`src/rtl/pwm255_pkg.sv`:
```
package pwm255_pkg;

  typedef enum logic [1:0] {
    REG_COMPARE  = 2'd0,
    REG_PRESCALE = 2'd1,
    REG_CONTROL  = 2'd2,
    REG_SPARE    = 2'd3
  } reg_sel_e;

  localparam int CTL_EN_BIT   = 0;
  localparam int CTL_MASK_BIT = 1;
  localparam int CTL_CLR_BIT  = 2;

endpackage

```
`src/rtl/pwm255_prescaler.sv`:
```
module pwm255_prescaler #(
  parameter int W = 8
) (
  input  logic         clk_i,
  input  logic         rst_ni,
  input  logic         run_i,
  input  logic [W-1:0] reload_i,
  output logic         tick_o
);
  localparam int DW = W + 1;

  logic [DW-1:0] div_q, div_d, term;

  // terminal value 2N+1 gives a step every 2(N+1) clocks
  always_comb begin
    term   = {reload_i, 1'b1};
    tick_o = run_i && (div_q == term);
  end

  always_comb begin
    div_d = div_q;
    if (run_i) begin
      if (tick_o) div_d = '0;
      else        div_d = div_q + 1'b1;
    end
  end

  always_ff @(posedge clk_i or negedge rst_ni) begin
    if (!rst_ni) div_q <= '0;
    else         div_q <= div_d;
  end

  AST_DIV_BOUND: assert property (@(posedge clk_i) disable iff (!rst_ni)
    div_q <= term);

endmodule

```
`src/rtl/pwm255_counter.sv`:
```
module pwm255_counter #(
  parameter int W = 8
) (
  input  logic         clk_i,
  input  logic         rst_ni,
  input  logic         tick_i,
  output logic [W-1:0] cnt_o,
  output logic         wrap_o
);
  localparam logic [W-1:0] LAST = {{(W-1){1'b1}}, 1'b0};

  logic [W-1:0] cnt_q, cnt_d;

  always_comb begin
    wrap_o = tick_i && (cnt_q == LAST);
    cnt_d  = cnt_q;
    if (tick_i) begin
      if (wrap_o) cnt_d = '0;
      else        cnt_d = cnt_q + 1'b1;
    end
  end

  always_ff @(posedge clk_i or negedge rst_ni) begin
    if (!rst_ni) cnt_q <= '0;
    else         cnt_q <= cnt_d;
  end

  assign cnt_o = cnt_q;

  AST_CNT_LIMIT: assert property (@(posedge clk_i) disable iff (!rst_ni)
    cnt_q != {W{1'b1}});

endmodule

```
`src/rtl/pwm255_regs.sv`:
```
module pwm255_regs
  import pwm255_pkg::*;
#(
  parameter int W = 8
) (
  input  logic         clk_i,
  input  logic         rst_ni,
  input  logic         wr_en_i,
  input  logic [1:0]   wr_sel_i,
  input  logic [W-1:0] wr_data_i,
  input  logic         wrap_i,
  output logic [W-1:0] cmp_o,
  output logic [W-1:0] pre_o,
  output logic         en_o,
  output logic         mask_o,
  output logic         flag_o
);
  reg_sel_e     sel;
  logic [W-1:0] cmp_sh_q, cmp_sh_d, pre_sh_q, pre_sh_d;
  logic [W-1:0] cmp_q, cmp_d, pre_q, pre_d;
  logic         en_q, en_d, mask_q, mask_d, flag_q, flag_d, clr;

  always_comb begin
    sel      = reg_sel_e'(wr_sel_i);
    cmp_sh_d = cmp_sh_q;
    pre_sh_d = pre_sh_q;
    en_d     = en_q;
    mask_d   = mask_q;
    clr      = 1'b0;
    if (wr_en_i) begin
      unique case (sel)
        REG_COMPARE:  cmp_sh_d = wr_data_i;
        REG_PRESCALE: pre_sh_d = wr_data_i;
        REG_CONTROL: begin
          en_d   = wr_data_i[CTL_EN_BIT];
          mask_d = wr_data_i[CTL_MASK_BIT];
          clr    = wr_data_i[CTL_CLR_BIT];
        end
        default: ;
      endcase
    end
    // working copies move only at the wrap
    cmp_d  = wrap_i ? cmp_sh_q : cmp_q;
    pre_d  = wrap_i ? pre_sh_q : pre_q;
    flag_d = wrap_i | (flag_q & ~clr);
  end

  always_ff @(posedge clk_i or negedge rst_ni) begin
    if (!rst_ni) begin
      cmp_sh_q <= '0;
      pre_sh_q <= '0;
      cmp_q    <= '0;
      pre_q    <= '0;
      en_q     <= 1'b0;
      mask_q   <= 1'b0;
      flag_q   <= 1'b0;
    end else begin
      cmp_sh_q <= cmp_sh_d;
      pre_sh_q <= pre_sh_d;
      cmp_q    <= cmp_d;
      pre_q    <= pre_d;
      en_q     <= en_d;
      mask_q   <= mask_d;
      flag_q   <= flag_d;
    end
  end

  assign cmp_o  = cmp_q;
  assign pre_o  = pre_q;
  assign en_o   = en_q;
  assign mask_o = mask_q;
  assign flag_o = flag_q;

  AST_ACTIVE_STABLE: assert property (@(posedge clk_i) disable iff (!rst_ni)
    !wrap_i |=> ($stable(cmp_q) && $stable(pre_q)));
  AST_FLAG_SETS: assert property (@(posedge clk_i) disable iff (!rst_ni)
    wrap_i |=> flag_q);

endmodule

```
`src/rtl/pwm255_gen.sv`:
```
module pwm255_gen #(
  parameter int W = 8
) (
  input  logic         clk_i,
  input  logic         rst_ni,
  input  logic         wr_en_i,
  input  logic [1:0]   wr_addr_i,
  input  logic [W-1:0] wr_data_i,
  input  logic         idle_i,
  input  logic         pdown_i,
  output logic         pwm_o,
  output logic         pwm_oe_o,
  output logic         irq_o
);
  logic [1:0]   sync_q;
  logic         rst_n, run, tick, wrap, en, mask, flag, level;
  logic [W-1:0] cnt, cmp_act, pre_act;

  // asynchronous assert, synchronous release
  always_ff @(posedge clk_i or negedge rst_ni) begin
    if (!rst_ni) sync_q <= 2'b00;
    else         sync_q <= {sync_q[0], 1'b1};
  end
  assign rst_n = sync_q[1];

  assign run = ~(idle_i | pdown_i);

  pwm255_prescaler #(.W(W)) u_div (
    .clk_i(clk_i), .rst_ni(rst_n), .run_i(run), .reload_i(pre_act), .tick_o(tick)
  );

  pwm255_counter #(.W(W)) u_cnt (
    .clk_i(clk_i), .rst_ni(rst_n), .tick_i(tick), .cnt_o(cnt), .wrap_o(wrap)
  );

  pwm255_regs #(.W(W)) u_regs (
    .clk_i(clk_i), .rst_ni(rst_n), .wr_en_i(wr_en_i), .wr_sel_i(wr_addr_i),
    .wr_data_i(wr_data_i), .wrap_i(wrap), .cmp_o(cmp_act), .pre_o(pre_act),
    .en_o(en), .mask_o(mask), .flag_o(flag)
  );

  always_comb begin
    level    = (cnt >= cmp_act);
    pwm_o    = ~run | level;
    pwm_oe_o = en;
    irq_o    = flag & ~mask;
  end

  AST_TOP_CODE_LOW: assert property (@(posedge clk_i) disable iff (!rst_n)
    (run && (cmp_act == {W{1'b1}})) |-> !pwm_o);
  AST_ZERO_CODE_HIGH: assert property (@(posedge clk_i) disable iff (!rst_n)
    (cmp_act == '0) |-> pwm_o);
  AST_FROZEN: assert property (@(posedge clk_i) disable iff (!rst_n)
    !run |=> $stable(cnt));
  AST_IRQ_MASKED: assert property (@(posedge clk_i) disable iff (!rst_n)
    mask |-> !irq_o);

endmodule

```
`config.mk`:
```
export PLATFORM = sky130hd
export DESIGN_NAME = pwm255_gen
export DESIGN_NICKNAME = d
export VERILOG_FILES = /design/src/rtl/pwm255_pkg.sv /design/src/rtl/pwm255_prescaler.sv /design/src/rtl/pwm255_counter.sv /design/src/rtl/pwm255_regs.sv /design/src/rtl/pwm255_gen.sv
export SDC_FILE = /design/constraint.sdc
export NUM_CORES = 1
export LEC_CHECK = 0
export ABC_AREA = 1
export BUFFER_PORTS_ARGS = -buffer_cell sky130_fd_sc_hd__buf_2
export CAP_MARGIN = 20
export CORE_AREA = 2 2 77 79
export DETAILED_ROUTE_END_ITERATION = 16
export DIE_AREA = 0 0 79 81
export PLACE_DENSITY = 0.73
export SLEW_MARGIN = 10
export SYNTH_ARGS = -nofsm -noshare
export SYNTH_HDL_FRONTEND = slang
export SYNTH_SLANG_ARGS = --single-unit
```
`constraint.sdc`:
```
create_clock -name clk_i -period 1.5 [get_ports clk_i]
set_input_delay 0.075 -clock clk_i [delete_from_list [all_inputs] [get_ports clk_i]]
set_output_delay 0.075 -clock clk_i [all_outputs]
set_load 0.01 [all_outputs]
```
Yosys cells after proc, flatten, opt, wreduce, memory -nomap -nowiden. Cells that the tools add are included.

Register bits after elaboration: 54. Output and inout port bits: 3. Logic and storage cells: 35.

$add $sub $neg: 2. Order comparisons: 1. Eq/ne operators: 4. Muxes and demuxes: 4. Bitwise logic cells: 8. Reduce and logical (&&, ||, !) cells: 6.

Operator list (count): adder 9 x 1 -> 9 bit, second input constant (1); == test 9 bit (1); 2-to-1 mux 9 bit (1); adder 8 x 1 -> 8 bit, second input constant (1); == test 8 bit, second input constant (1); >= comparator 8 bit (1); 2-to-1 mux 8 bit (1); AND reduction 2 bit (3); NOT 1 bit (3); bitwise OR 1 bit (3); bitwise AND 1 bit (2); == test 2 x 1 -> 1 bit, second input constant (1); == test 2 bit, second input constant (1); logical AND 1 bit (2); logical NOT 2 bit (1); 2-to-1 mux 1 bit (2).

Depth between registers and ports, before layout.
Depth in word-level cells: 6. Mapped depth: 10. Mapped depth without buffers: 9.

Hierarchy. From an unflattened synthesis, not the netlist that was laid out.

Cell total of the unflattened synthesis: 345. Area total of the unflattened synthesis: 2845.2 µm².

Modules (own cells, without submodules): pwm255_regs (times used 1, cells each 142, area an instance 1412.6 µm², seq. area each 875.8 µm²); pwm255_prescaler (times used 1, cells each 99, area an instance 664.4 µm², seq. area each 225.2 µm²); pwm255_counter (times used 1, cells each 62, area an instance 484.2 µm², seq. area each 200.2 µm²); pwm255_gen (times used 1, cells each 42, area an instance 284.0 µm², seq. area each 50.0 µm²).

Least setup slack after synthesis. Ideal clock, no wire load.

Path type: register to register. Start point: register u_cnt.cnt_q[0] (netlist: u_cnt.cnt_o[0]). End point: register u_cnt.cnt_q[1] (netlist: u_cnt.cnt_o[1]). Setup time: 77 ps. Arrival time: 1305 ps. Required time: 1423 ps. Slack: 118 ps. Cell stages (with the launch flop): 8. Path buffers: 1. Period minus slack after synthesis: 1382 ps. Path through: dfrtp_1 -> inv_1 -> ha_1 -> nand2_1 -> nor2_4 -> buf_4 -> or2_2 -> a21oi_1.

Longest elaborated chain between the ends: 3. Elaborated cells between the ends (all ways): 4. Classes of those cells: 1 x add/sub; 1 x eq/ne; 1 x mux; 1 x reduce/logical.

RTL lines: from (decl) (line pwm255_counter.sv:12) `logic [W-1:0] cnt_q, cnt_d;`; from (signal assigned) (line pwm255_counter.sv:25) `else cnt_q <= cnt_d;`; branches (longest 2 deep; another with adder 8 x 1 -> 8 bit); 2-to-1 mux 8 bit * (line pwm255_counter.sv:18) `if (wrap_o) cnt_d = '0;`.

Mark *: on every way between the ends. A chain may end at the register's enable or synchronous reset.

Worst setup path after layout.
Start point: register u_cnt.cnt_q[3] (netlist: u_cnt.cnt_o[3]). End point: output port pwm_o.

Longest elaborated chain between the ends: 2.

RTL lines: >= comparator 8 bit (line pwm255_gen.sv:43) `level = (cnt >= cmp_act);`; bitwise OR 1 bit (line pwm255_gen.sv:44) `pwm_o = ~run | level;`; to (decl) (line pwm255_gen.sv:11) `output logic pwm_o,`.

Every way passes these cells.

==> results.py <==
metrics = {
    "status": {
        "status": "finished with violations",
        "violations": "negative setup slack",
    },
    "timing": {
        "fmax_mhz": 589,
        "post-route-period-util_pct": 113,
        "setup_viol": 23,
        "rsz0062_at_grt": "true",
        "slew-limit-headroom_pct": 66.1,
        "fin_crit_ps": 1700,
        "hold_slack_ps": 24.7,
        "worst_pin_slew_ps": 507,
        "skew_ps": 4.00,
        "slew_violations": 0,
        "setup_slack_ps": -197,
        "finalHoldViolations": 0,
    },
    "synth": {
        "async_flop_share_pct": 100,
        "synth_cell_types": 35,
        "synth_edf_count": 0,
        "synth_flop_cell": "dfrtp_1",
        "netlist_area_um2": 2890,
        "synth_nets": 382,
        "synth.ff_latch_count": 54,
        "syn_inst": 356,
        "ys_seq_area_share_pct": 46.8,
        "syn_area_per_cell_um2": 8.12,
        "yosys_warnings": 0,
    },
    "cells_and_area": {
        "nFillCells": 465,
        "seq_area_um2": 1360,
        "area.growth.synth_to_final_pct": 28.6,
        "most-common-layout-cells": "nand2_1 (87), dfrtp_1 (48), inv_1 (37)",
        "final_area_um2": 3720,
        "stdcell_count": 484,
        "num_antenna_cells": 0,
        "drive_gt1_share_pct": 35.2,
        "finalNetCount": 434,
        "mostFrequentLayoutCell": "nand2_1",
        "multiInputGateArea_um2": 1570,
    },
    "worst_setup_path": {
        "path_cells": "buf_4 > ha_4 > a21oi_2 > o31ai_4 > nand2_1 > nand4_1 > buf_2",
        "r2r_end": "u_regs.cmp_o[1]$_DFFE_PN0N_",
        "required_ps": 1420,
        "r2r_slack_ps": -100,
        "cp_top_family": "flip-flops",
        "r2r-start": "u_cnt.cnt_o[4]$_DFFE_PN0N_",
        "criticalPathCategory": "flip-flop to primary output",
        "cp.arrival_ps": 1620,
        "crit_start": "u_cnt.cnt_o[3]$_DFFE_PN0N_",
        "critPathMaxFanout": 2,
        "cp_slowest_cell": "dfrtp_1",
        "worstSetupStartpointType": "flip-flop",
        "cp-end-kind": "primary output",
        "ff2ff_path_depth": 9,
        "max_stage_delay_ps": 390,
        "cp_num_buf_inv": 2,
        "cp.depth": 7,
    },
    "min_path": {
        "worstHoldStart": "wr_data_i[5]",
        "hold_end": "u_regs.pre_sh_q[5]$_DFFE_PN0P_",
        "hold_class": "primary input to flip-flop",
        "hold_path_depth": 3,
    },
    "floorplanning": {
        "die_w_um": 79,
        "dieArea_um2": 6400,
        "die_h_um": 81,
        "io_pins": 18,
        "coreArea_um2": 5680,
        "initial_core_util_pct": 50.9,
        "rows": 28,
    },
    "cts": {
        "cts-buffers-inserted": 5,
        "cts_htree_levels": 2,
        "clk_latency_ps": 310,
        "clk_pin_slew_ps": 100,
        "cts_tree": "done",
        "clockBufferDepth": 2,
        "cts-root-buf": "clkbuf_8",
        "clock_sinks": 54,
    },
    "place": {
        "dpl.cell_count": 453,
        "routabilityCongestion": 0.863,
        "dpl_cell_area_um2": 3120,
        "port_buffers": 17,
        "pre_cts_ws_ps": -25.8,
        "place_hpwl_um": 4380,
    },
    "power_and_ir_drop": {
        "power_mw": 3.33,
        "p_per_area_nw_per_um2": 895,
        "leakagePower_nw": 1.87,
        "vdd.ir_drop.worst_uv": 821,
    },
    "detailed_routing": {
        "avgRoutedWirePerCell_um": 13.8,
        "vias": 2499,
        "first_iter_violations": 164,
        "ant_nets": 0,
        "dr.pass1.iters": 5,
        "viasPerCell": 5.16,
        "wirelength_um": 6660,
        "drc": 0,
    },
    "grt": {
        "grt-ovfl-total": 0,
        "grt_max_degree": 34,
        "grt_pass1_wl_um": 10300,
        "grt_pass1_vias": 2264,
        "grt_usage_pct": 20.5,
        "antenna_found_initial": 0,
    },
    "job": {
        "cap_viol_max_count": 0,
    },
}
flip-flops by register name, indices dropped and copies added, names as in the netlist:
register         flops
u_regs.flag_o        1
u_regs.mask_o        1
u_regs.pre_sh_q      8
sync_q               2
u_regs.en_o          1
u_div.div_q          9
u_cnt.cnt_o          8
u_regs.pre_o         8
u_regs.cmp_o         8
u_regs.cmp_sh_q      8
metrics by stage:
step / util, % / TNS (ps)
final: 65.5 / -1910
after global routing: 65.5 / -4030
after CTS: 59.1 / -1190
after detailed placement: 55.0 / -115
after global placement: 55.0 / 0
after floorplan: - / 0
worst min-delay path, stage by stage:
cell	delay, ps
buf_2	90
inv_1	50
o21ai_0	80
worst max path at each step:
stage                                 endpoint  slack (ps)
global placement    u_cnt.cnt_o[5]$_DFFE_PN0N_          20
global route                             pwm_o        -250
floorplan           u_cnt.cnt_o[1]$_DFFE_PN0N_         120
CTS                                      pwm_o        -150
finish                                   pwm_o        -200
detailed placement  u_cnt.cnt_o[7]$_DFFE_PN0N_         -30
metal layers:
metal / wire [µm] / GRT usage [%] / share of wire (%) / vias to the layer above
met5: 0 / 0 / 0 / -
met4: 93 / 5.69 / 1.4 / 0
met3: 229 / 3.78 / 3.4 / 8
met2: 3410 / 34.7 / 51 / 55
met1: 2920 / 27.2 / 44 / 1187
li1: - / - / - / 1249
cells by family (layout without fill, tap and decap cells):
group,after synthesis,after routing,synth area share [%]
other cells,1,1,0.130
fa+ha+maj,11,11,4.76
buf+inv,56,108,8.40
compound gates,34,34,6.19
simple gates,191,192,30.8
flops,54,54,46.8
xor+xnor,9,9,2.99
synthesized netlist by cell type, types with 3 or more instances:
| master | count | area (µm²) |
|---|---|---|
| xor2_1 | 6 | 52.6 |
| nand4_1 | 18 | 113 |
| o21ai_0 | 21 | 105 |
| nand2_1 | 111 | 417 |
| dfrtp_1 | 54 | 1350 |
| inv_1 | 41 | 154 |
| ha_1 | 11 | 138 |
| a21oi_1 | 8 | 40.0 |
| nor3_1 | 6 | 30.0 |
| nand3_1 | 15 | 75.1 |
| inv_2 | 6 | 22.5 |
| nor2_1 | 25 | 93.8 |
| buf_6 | 3 | 33.8 |
report_power, final:
part	switching, mW	internal (mW)
Combinational	0.399	0.288
Clock	0.512	0.343
Sequential	0.171	1.61
what timing repair did:
action                     CTS  global route
buffers inserted            11             9
cloned                       0             2
setup endpoints to repair    8            33
resized for setup           10            75
pin swaps                    6            26
hold endpoints to repair     2             0
hold buffers                 1             0
layout make-up:
class	count	area share (%)
clock buffer	6	1.95
clock inverter	2	0.471
inverter	47	4.95
multi-input combinational	247	42.3
sequential	54	36.6
tap	75	2.52
timing repair buffer	53	11.2
Power figures use the tool's default switching activity.
